`config.mk`:
```
export PLATFORM = sky130hd
export DESIGN_NAME = macro_dispatch
export DESIGN_NICKNAME = d
export VERILOG_FILES = /design/src/rtl/mdisp_pkg.sv /design/src/rtl/mdisp_param_buf.sv /design/src/rtl/mdisp_code_store.sv /design/src/rtl/mdisp_bind_table.sv /design/src/rtl/macro_dispatch.sv
export SDC_FILE = /design/constraint.sdc
export NUM_CORES = 2
export LEC_CHECK = 0
export BUFFER_PORTS_ARGS = -buffer_cell sky130_fd_sc_hd__buf_2
export CAP_MARGIN = 20
export CORE_MARGIN = 1.5
export CORE_UTILIZATION = 55
export DETAILED_ROUTE_END_ITERATION = 6
export MAX_ROUTING_LAYER = met4
export PLACE_DENSITY = 0.75
export SLEW_MARGIN = 20
export SYNTH_ARGS = -nofsm -noshare
export SYNTH_HDL_FRONTEND = slang
export SYNTH_HIERARCHICAL = 1
export SYNTH_SLANG_ARGS = --single-unit
```
`constraint.sdc`:
```
create_clock -name clk -period 11 [get_ports clk]
set_clock_uncertainty 0.15 [all_clocks]
set_input_delay 1.1 -clock clk [delete_from_list [all_inputs] [get_ports clk]]
set_output_delay 1.1 -clock clk [all_outputs]
set_load 0.005 [all_outputs]
```
`src/rtl/mdisp_pkg.sv`:
```
package mdisp_pkg;
    typedef enum logic [1:0] {
        ST_IDLE   = 2'd0,
        ST_GATHER = 2'd1,
        ST_LAUNCH = 2'd2,
        ST_RUN    = 2'd3
    } mdisp_state_e;

    localparam int ERR_SEQ    = 0;
    localparam int ERR_ODD    = 1;
    localparam int ERR_NOBIND = 2;
    localparam int ERR_UPLOAD = 3;
    localparam int ERR_OVF    = 4;
    localparam int ERR_W      = 5;
endpackage

```
`src/rtl/mdisp_param_buf.sv`:
```
module mdisp_param_buf #(
    parameter int DW    = 32,
    parameter int DEPTH = 32,
    localparam int IW   = $clog2(DEPTH),
    localparam int CW   = $clog2(DEPTH + 1)
) (
    input  logic          clk,
    input  logic          rst_n,
    input  logic          push,
    input  logic [DW-1:0] din,
    input  logic          clear,
    input  logic [IW-1:0] rd_idx,
    output logic [DW-1:0] rd_data,
    output logic [CW-1:0] count,
    output logic          ovf
);
    logic [DW-1:0] mem [DEPTH];
    logic          full;

    assign full    = (count == CW'(DEPTH));
    assign ovf     = push && full;
    assign rd_data = mem[rd_idx];

    always_ff @(posedge clk or negedge rst_n) begin
        if (!rst_n)            count <= '0;
        else if (clear)        count <= '0;
        else if (push && !full) count <= count + 1'b1;
    end

    always_ff @(posedge clk) begin
        if (push && !full && !clear) mem[count[IW-1:0]] <= din;
    end


    full_hold_chk: assert property (@(posedge clk) disable iff (!rst_n)
        (push && full && !clear) |=> (count == CW'(DEPTH)));
endmodule

```
`src/rtl/mdisp_code_store.sv`:
```
module mdisp_code_store #(
    parameter int DW    = 32,
    parameter int DEPTH = 64,
    parameter int AW    = 16,
    localparam int IW   = $clog2(DEPTH)
) (
    input  logic          clk,
    input  logic          rst_n,
    input  logic          set_addr,
    input  logic [AW-1:0] addr_in,
    input  logic          wr,
    input  logic [DW-1:0] din,
    input  logic [IW-1:0] rd_addr,
    output logic [DW-1:0] rd_data,
    output logic          oob
);
    logic [DW-1:0] mem [DEPTH];
    logic [AW-1:0] up_addr;

    assign oob     = wr && (up_addr >= AW'(DEPTH));
    assign rd_data = mem[rd_addr];

    always_ff @(posedge clk or negedge rst_n) begin
        if (!rst_n)           up_addr <= '0;
        else if (set_addr)    up_addr <= addr_in;
        else if (wr && !oob)  up_addr <= up_addr + 1'b1;
    end

    always_ff @(posedge clk) begin
        if (wr && !oob) mem[up_addr[IW-1:0]] <= din;
    end


    oob_addr_chk: assert property (@(posedge clk) disable iff (!rst_n)
        oob |=> $stable(up_addr));
endmodule

```
`src/rtl/mdisp_bind_table.sv`:
```
module mdisp_bind_table #(
    parameter int ENTRIES = 32,
    parameter int OW      = 6,
    parameter int EW      = 11,
    localparam int BIW    = $clog2(ENTRIES)
) (
    input  logic          clk,
    input  logic          rst_n,
    input  logic          sel_wr,
    input  logic [31:0]   sel_in,
    input  logic          off_wr,
    input  logic [OW-1:0] off_in,
    input  logic [EW-1:0] lk_entry,
    output logic          lk_hit,
    output logic [OW-1:0] lk_off
);
    logic [31:0]   sel_q;
    logic          bound_q [ENTRIES];
    logic [OW-1:0] off_q   [ENTRIES];
    logic          in_range;

    always_ff @(posedge clk or negedge rst_n) begin
        if (!rst_n)      sel_q <= '0;
        else if (sel_wr) sel_q <= sel_in;
    end

    for (genvar g = 0; g < ENTRIES; g++) begin : g_ent
        always_ff @(posedge clk or negedge rst_n) begin
            if (!rst_n) begin
                bound_q[g] <= 1'b0;
                off_q[g]   <= '0;
            end else if (off_wr && (sel_q == 32'(g))) begin
                bound_q[g] <= 1'b1;
                off_q[g]   <= off_in;
            end
        end
    end

    assign in_range = (int'(lk_entry) < ENTRIES);
    assign lk_hit   = in_range && bound_q[lk_entry[BIW-1:0]];
    assign lk_off   = off_q[lk_entry[BIW-1:0]];
endmodule

```
`src/rtl/macro_dispatch.sv`:
```
module macro_dispatch
    import mdisp_pkg::*;
#(
    parameter int METHOD_W                  = 12,
    parameter logic [METHOD_W-1:0] MACRO_BASE = 12'hE00,
    parameter int DW                        = 32,
    parameter int PARAM_DEPTH               = 32,
    parameter int CODE_DEPTH                = 64,
    parameter int NUM_ENTRIES               = 32,
    parameter int UP_AW                     = 16,
    parameter logic [METHOD_W-1:0] M_UP_ADDR  = 12'h045,
    parameter logic [METHOD_W-1:0] M_UP_DATA  = 12'h046,
    parameter logic [METHOD_W-1:0] M_BIND_SEL = 12'h047,
    parameter logic [METHOD_W-1:0] M_BIND_OFF = 12'h048,
    localparam int PIW = $clog2(PARAM_DEPTH),
    localparam int PCW = $clog2(PARAM_DEPTH + 1),
    localparam int CAW = $clog2(CODE_DEPTH),
    localparam int EW  = METHOD_W - 1
) (
    input  logic                clk,
    input  logic                rst_n,
    input  logic                in_valid,
    output logic                in_ready,
    input  logic [METHOD_W-1:0] in_method,
    input  logic [DW-1:0]       in_arg,
    input  logic                in_last,
    output logic                reg_we,
    output logic [METHOD_W-1:0] reg_addr,
    output logic [DW-1:0]       reg_data,
    output logic                mac_valid,
    input  logic                mac_ready,
    output logic [CAW-1:0]      mac_offset,
    output logic [PCW-1:0]      mac_count,
    input  logic                mac_done,
    input  logic [PIW-1:0]      prm_idx,
    output logic [DW-1:0]       prm_data,
    input  logic [CAW-1:0]      code_addr,
    output logic [DW-1:0]       code_data,
    output logic [ERR_W-1:0]    err
);
    mdisp_state_e        state, state_nx;
    logic [METHOD_W-1:0] pend_m;
    logic [CAW-1:0]      off_q;
    logic                accept, is_macro, arg_match;
    logic                plain_wr, start, odd_err, seq_err, arg_wr, push, fire, miss;
    logic                buf_clear, buf_ovf, up_oob, lk_hit;
    logic [CAW-1:0]      lk_off;
    logic [EW-1:0]       entry;
    logic [METHOD_W-1:0] rel_m;

    // Method classification
    assign accept    = in_valid && in_ready;
    assign is_macro  = (in_method >= MACRO_BASE);
    assign rel_m     = in_method - MACRO_BASE;
    assign entry     = rel_m[METHOD_W-1:1];
    assign arg_match = (in_method == pend_m + 1'b1);

    assign plain_wr  = accept && (state == ST_IDLE) && !is_macro;
    assign start     = accept && (state == ST_IDLE) && is_macro && !in_method[0];
    assign odd_err   = accept && (state == ST_IDLE) && is_macro && in_method[0];
    assign arg_wr    = accept && (state == ST_GATHER) && arg_match;
    assign seq_err   = accept && (state == ST_GATHER) && !arg_match;
    assign push      = start || arg_wr;
    assign fire      = push && in_last;
    assign miss      = fire && !lk_hit;
    assign buf_clear = miss || ((state == ST_RUN) && mac_done);

    // Next-state logic
    always_comb begin
        state_nx = state;
        unique case (state)
            ST_IDLE:   if (start) state_nx = !in_last ? ST_GATHER : (lk_hit ? ST_LAUNCH : ST_IDLE);
            ST_GATHER: if (fire)  state_nx = lk_hit ? ST_LAUNCH : ST_IDLE;
            ST_LAUNCH: if (mac_ready) state_nx = ST_RUN;
            ST_RUN:    if (mac_done)  state_nx = ST_IDLE;
        endcase
    end

    // State register
    always_ff @(posedge clk or negedge rst_n) begin
        if (!rst_n) state <= ST_IDLE;
        else        state <= state_nx;
    end

    // Datapath registers
    always_ff @(posedge clk or negedge rst_n) begin
        if (!rst_n) begin
            pend_m   <= '0;
            off_q    <= '0;
            reg_we   <= 1'b0;
            reg_addr <= '0;
            reg_data <= '0;
            err      <= '0;
        end else begin
            if (start) pend_m <= in_method;
            if (fire)  off_q  <= lk_off;
            reg_we <= plain_wr;
            if (plain_wr) begin
                reg_addr <= in_method;
                reg_data <= in_arg;
            end
            err[ERR_SEQ]    <= err[ERR_SEQ]    | seq_err;
            err[ERR_ODD]    <= err[ERR_ODD]    | odd_err;
            err[ERR_NOBIND] <= err[ERR_NOBIND] | miss;
            err[ERR_UPLOAD] <= err[ERR_UPLOAD] | up_oob;
            err[ERR_OVF]    <= err[ERR_OVF]    | buf_ovf;
        end
    end

    // Outputs
    always_comb begin
        in_ready   = (state == ST_IDLE) || (state == ST_GATHER);
        mac_valid  = (state == ST_LAUNCH);
        mac_offset = off_q;
    end

    mdisp_param_buf #(.DW(DW), .DEPTH(PARAM_DEPTH)) u_pbuf (
        .clk(clk), .rst_n(rst_n), .push(push), .din(in_arg), .clear(buf_clear),
        .rd_idx(prm_idx), .rd_data(prm_data), .count(mac_count), .ovf(buf_ovf)
    );

    mdisp_code_store #(.DW(DW), .DEPTH(CODE_DEPTH), .AW(UP_AW)) u_code (
        .clk(clk), .rst_n(rst_n),
        .set_addr(plain_wr && (in_method == M_UP_ADDR)), .addr_in(in_arg[UP_AW-1:0]),
        .wr(plain_wr && (in_method == M_UP_DATA)), .din(in_arg),
        .rd_addr(code_addr), .rd_data(code_data), .oob(up_oob)
    );

    mdisp_bind_table #(.ENTRIES(NUM_ENTRIES), .OW(CAW), .EW(EW)) u_bind (
        .clk(clk), .rst_n(rst_n),
        .sel_wr(plain_wr && (in_method == M_BIND_SEL)), .sel_in(in_arg),
        .off_wr(plain_wr && (in_method == M_BIND_OFF)), .off_in(in_arg[CAW-1:0]),
        .lk_entry(entry), .lk_hit(lk_hit), .lk_off(lk_off)
    );


    launch_hold_chk: assert property (@(posedge clk) disable iff (!rst_n)
        (mac_valid && !mac_ready) |=> (mac_valid && $stable(mac_offset) && $stable(mac_count)));


    busy_block_chk: assert property (@(posedge clk) disable iff (!rst_n)
        ((state == ST_RUN) && in_valid) |=> !reg_we);


    seq_drop_chk: assert property (@(posedge clk) disable iff (!rst_n)
        ((state == ST_GATHER) && in_valid && !arg_match) |=> ((state == ST_GATHER) && !reg_we));


    err_sticky_chk: assert property (@(posedge clk) disable iff (!rst_n)
        (err != '0) |=> ((err & $past(err)) == $past(err)));
endmodule

```
==> summary.txt <==
Detailed routing
  – Via density: 6.585
  – Detailed Route WL: 340300 um
  – Drt initial violations: 9292
  – Wire per inst: 32.31 um
  – Via count: 69360
  – DRC: 0
  – Antenna Nets Post-Route: 0
  – Initial DRT Pass Iterations: 7

Timing
  – Hold Vio Cnt, Final: 0
  – Final Worst Setup Slack: 4598 ps
  – Worst slew margin: 0.2036
  – RSZ-0062 raised after global routing: false
  – Setup violators final: 0
  – Fmax: 156.2 MHz
  – Setup TNS: 0 ps
  – Period utilization: 0.5820
  – Max-slew violations: 0
  – Final min period: 6402 ps
  – Worst slew pin tran: approximately 1200 ps
  – Worst hold slack: between 200 and 300 ps

Critical path
  – Reg2reg setup slack: 4850 ps
  – Reg2reg end: u_code/mem[35][28]
  – Startpoint Class: input pin
  – Top delay family on crit path: buffers and inverters
  – CP most frequent cell: buf_4
  – RR Startpoint: state[0]
  – Crit path cell chain: buf_8 > buf_4 > buf_4 > or3_1 > o22ai_1 > nor4_2 > o221a_2 > buf_2
  – Required time worst endpoint: approximately 9800 ps
  – Crit path kind: input pin to output pin
  – Arrival @ worst endpoint: 5150 ps
  – Critical Path Fanout Max: between 60 and 70
  – Cells on worst reg2reg path: 11
  – CP Buf/Inv Count: 4
  – CP endpoint kind: output pin
  – Slowest-stage cell, CP: nor4_2
  – Slowest stage delay, CP: 1050 ps

Floorplan
  – Die area: 246900 um2
  – Die H: 496.9 um
  – Row count: 181
  – Initial Util: 0.5526
  – Core area: 242800 um2
  – Io pins: 189
  – Chip width: between 400 and 500 um

Run status
  – Status: finished, final reports clean

Place
  – Hpwl dp: 187200 um
  – IO Port Bufs: 188
  – Post-place setup slack: 4344 ps
  – RePlAce Congestion: 0.8774

Synthesis
  – Asr flop ratio synth: 0.1018
  – Yosys warns: 6
  – Post-Syn Area: 134200 um2
  – Distinct cells, synth: 75
  – Syn_nets: 6778
  – Seq cells post-synth: 3420
  – Top_reg_cell synth: edfxtp_1
  – Seq/Total Area, Yosys: 0.7525
  – Mapped Cells: 6709
  – EDFF count, synth: between 3000 and 4000
  – Post-Syn Area per Cell: 20.00 um2

Power
  – Worst VDD drop: 130.7 uV
  – P per Cell Area: 178.1 nW/um2
  – Leakage: ~0.052 uW
  – Power Total: 26950 uW

CTS
  – Clk Tree Root Cell: clkbuf_16
  – CTS Buffer Depth: 4
  – H-tree levels: 5
  – Clock transition at path regs: 60 ps
  – CTS Hold Buffers Added: 0
  – Postcts setup bufs: 0
  – CTS tree: done
  – Number of CTS-inserted buffers: 350
  – Clk Latency, worst-skew pair: slightly below 1000 ps
  – PostCTS Resize Cnt: 0
  – Clk sinks: 3420

Global routing
  – Largest net degree at the start of global routing: 142
  – First-pass GRT wire length: ~500000 um
  – GRT Residual Overflow: 0
  – Number of global-route vias before repair: 68890
  – Initial antenna violation count: 37
  – Tot GR Track Use: 0.2821

Cells and area
  – Commonest non-fill, non-tap cells in the layout: edfxtp_1, mux2i_1, mux4_2, clkbuf_16, dfrtp_1
  – Final Core Density: 0.6233
  – Most common cell after layout, fill and taps aside: edfxtp_1
  – Share of layout cells above drive strength 1: 0.2613
  – Fill cells: 16030
  – Nets: 7125
  – Syn-to-layout area delta: 12.79%

Hold path
  – Worst hold stages: 1
  – Hold Crit Start: in_arg[9]
  – Hold Path Class: input pin to flop
  – Hold Path End: u_code/mem[6][9]

Run
  – Max-cap viol count: 0
[cell usage after synthesis, types with 37 or more instances]
cell      instances  share of area
a21oi_1         106         0.0040
a22o_1           64         0.0042
a22oi_1         108         0.0060
buf_1            37         0.0010
buf_2            94         0.0035
buf_4            60         0.0034
clkbuf_1        159         0.0044
dfrtp_1         348          0.065
edfxtp_1       3072           0.69
mux2_2          262          0.022
mux2i_1         682          0.051
mux4_2          578          0.097
nand2_1         316         0.0088
nand3_1         131         0.0049
nor2_1          128         0.0036
nor3_1           39         0.0015
o22ai_1          86         0.0040
or2_2            40         0.0019
[flip-flops by register name, indices dropped and copies added (netlist names), 2 cells and up]
signal          flops
err                 5
mac_offset          6
u_bind/bound_q     32
u_code/mem       2048
u_pbuf/count        6
u_pbuf/mem       1024
state               2
u_bind/off_q      192
reg_addr           12
u_code/up_addr     16
reg_data           32
u_bind/sel_q       32
pend_m             12
[how the worst max path moves through the flow]
| stage | endpoint | cells past startpoint | startpoint |
|---|---|---|---|
| floorplan | u_code/mem[8][0] | 8 | in_method[11] |
| detailed placement | u_code/mem[51][3] | 9 | in_method[8] |
| global placement | u_code/mem[35][19] | 9 | in_method[8] |
| global route | code_data[4] | 8 | code_addr[0] |
| finish | code_data[18] | 8 | code_addr[1] |
| CTS | code_data[4] | 8 | code_addr[0] |
[cell families (layout without fill, tap and decap cells)]
family                   after synthesis  count (layout)  synth area share
AO/OA/AOI/OAI                        519             519           0.02691
XOR/XNOR                              24              24          0.001623
adder cells (fa/ha/maj)                8               8         0.0007461
buffers and inverters                404            1002           0.01576
flip-flops                          3420            3420            0.7525
multiplexers                        1528            1528            0.1706
other                                  0              25                 0
AND/OR/NAND/NOR                      806             806           0.03190
[worst reg2reg max path: stages, from the launching register on]
cell	delay (ps)
dfrtp_1	410
inv_1	180
nand3_1	210
nor2_1	220
nand3_1	190
or3b_2	570
nor3b_1	620
nand4_1	600
nor2_1	460
nand3_1	870
nor2_4	1070
buf_16	250
[per-stage QoR]
step | std cells | cell area [um2]
finish | 10530 | 151300
global route | 10520 | 151300
CTS | 10490 | 150800
detailed placement | 9887 | 139800
global placement | 9860 | 139200
floorplan | 6709 | 134200
[where the power goes]
| group | internal [uW] | total (uW) | switching, uW |
|---|---|---|---|
| sequential | 14200 | 14200 | 2.99 |
| combinational | 411 | 1280 | 871 |
| clock | 6690 | 11500 | 4810 |
[area by class of cell]
| type | count | area (um2) | share of cell area |
|---|---|---|---|
| sequential | 3420 | 101000 | 0.6672 |
| multi-input combinational | 2885 | 31880 | 0.2106 |
| tap | 3202 | 4006 | 0.02648 |
| inverter | 19 | 75.07 | 0.0004961 |
| clock inverter | 158 | 1579 | 0.01043 |
| timing repair buffer | 380 | 3385 | 0.02237 |
| clock buffer | 445 | 9383 | 0.06200 |
| antenna | 25 | 62.56 | 0.0004134 |
[per-layer routing]
metal / part of all wire / GRT usage
met4: 0.033 / 0.09131
met5: 0 / -
met1: 0.38 / 0.3917
met3: 0.11 / 0.06370
met2: 0.47 / 0.4187
No activity file was read; power rests on OpenSTA's default activity.
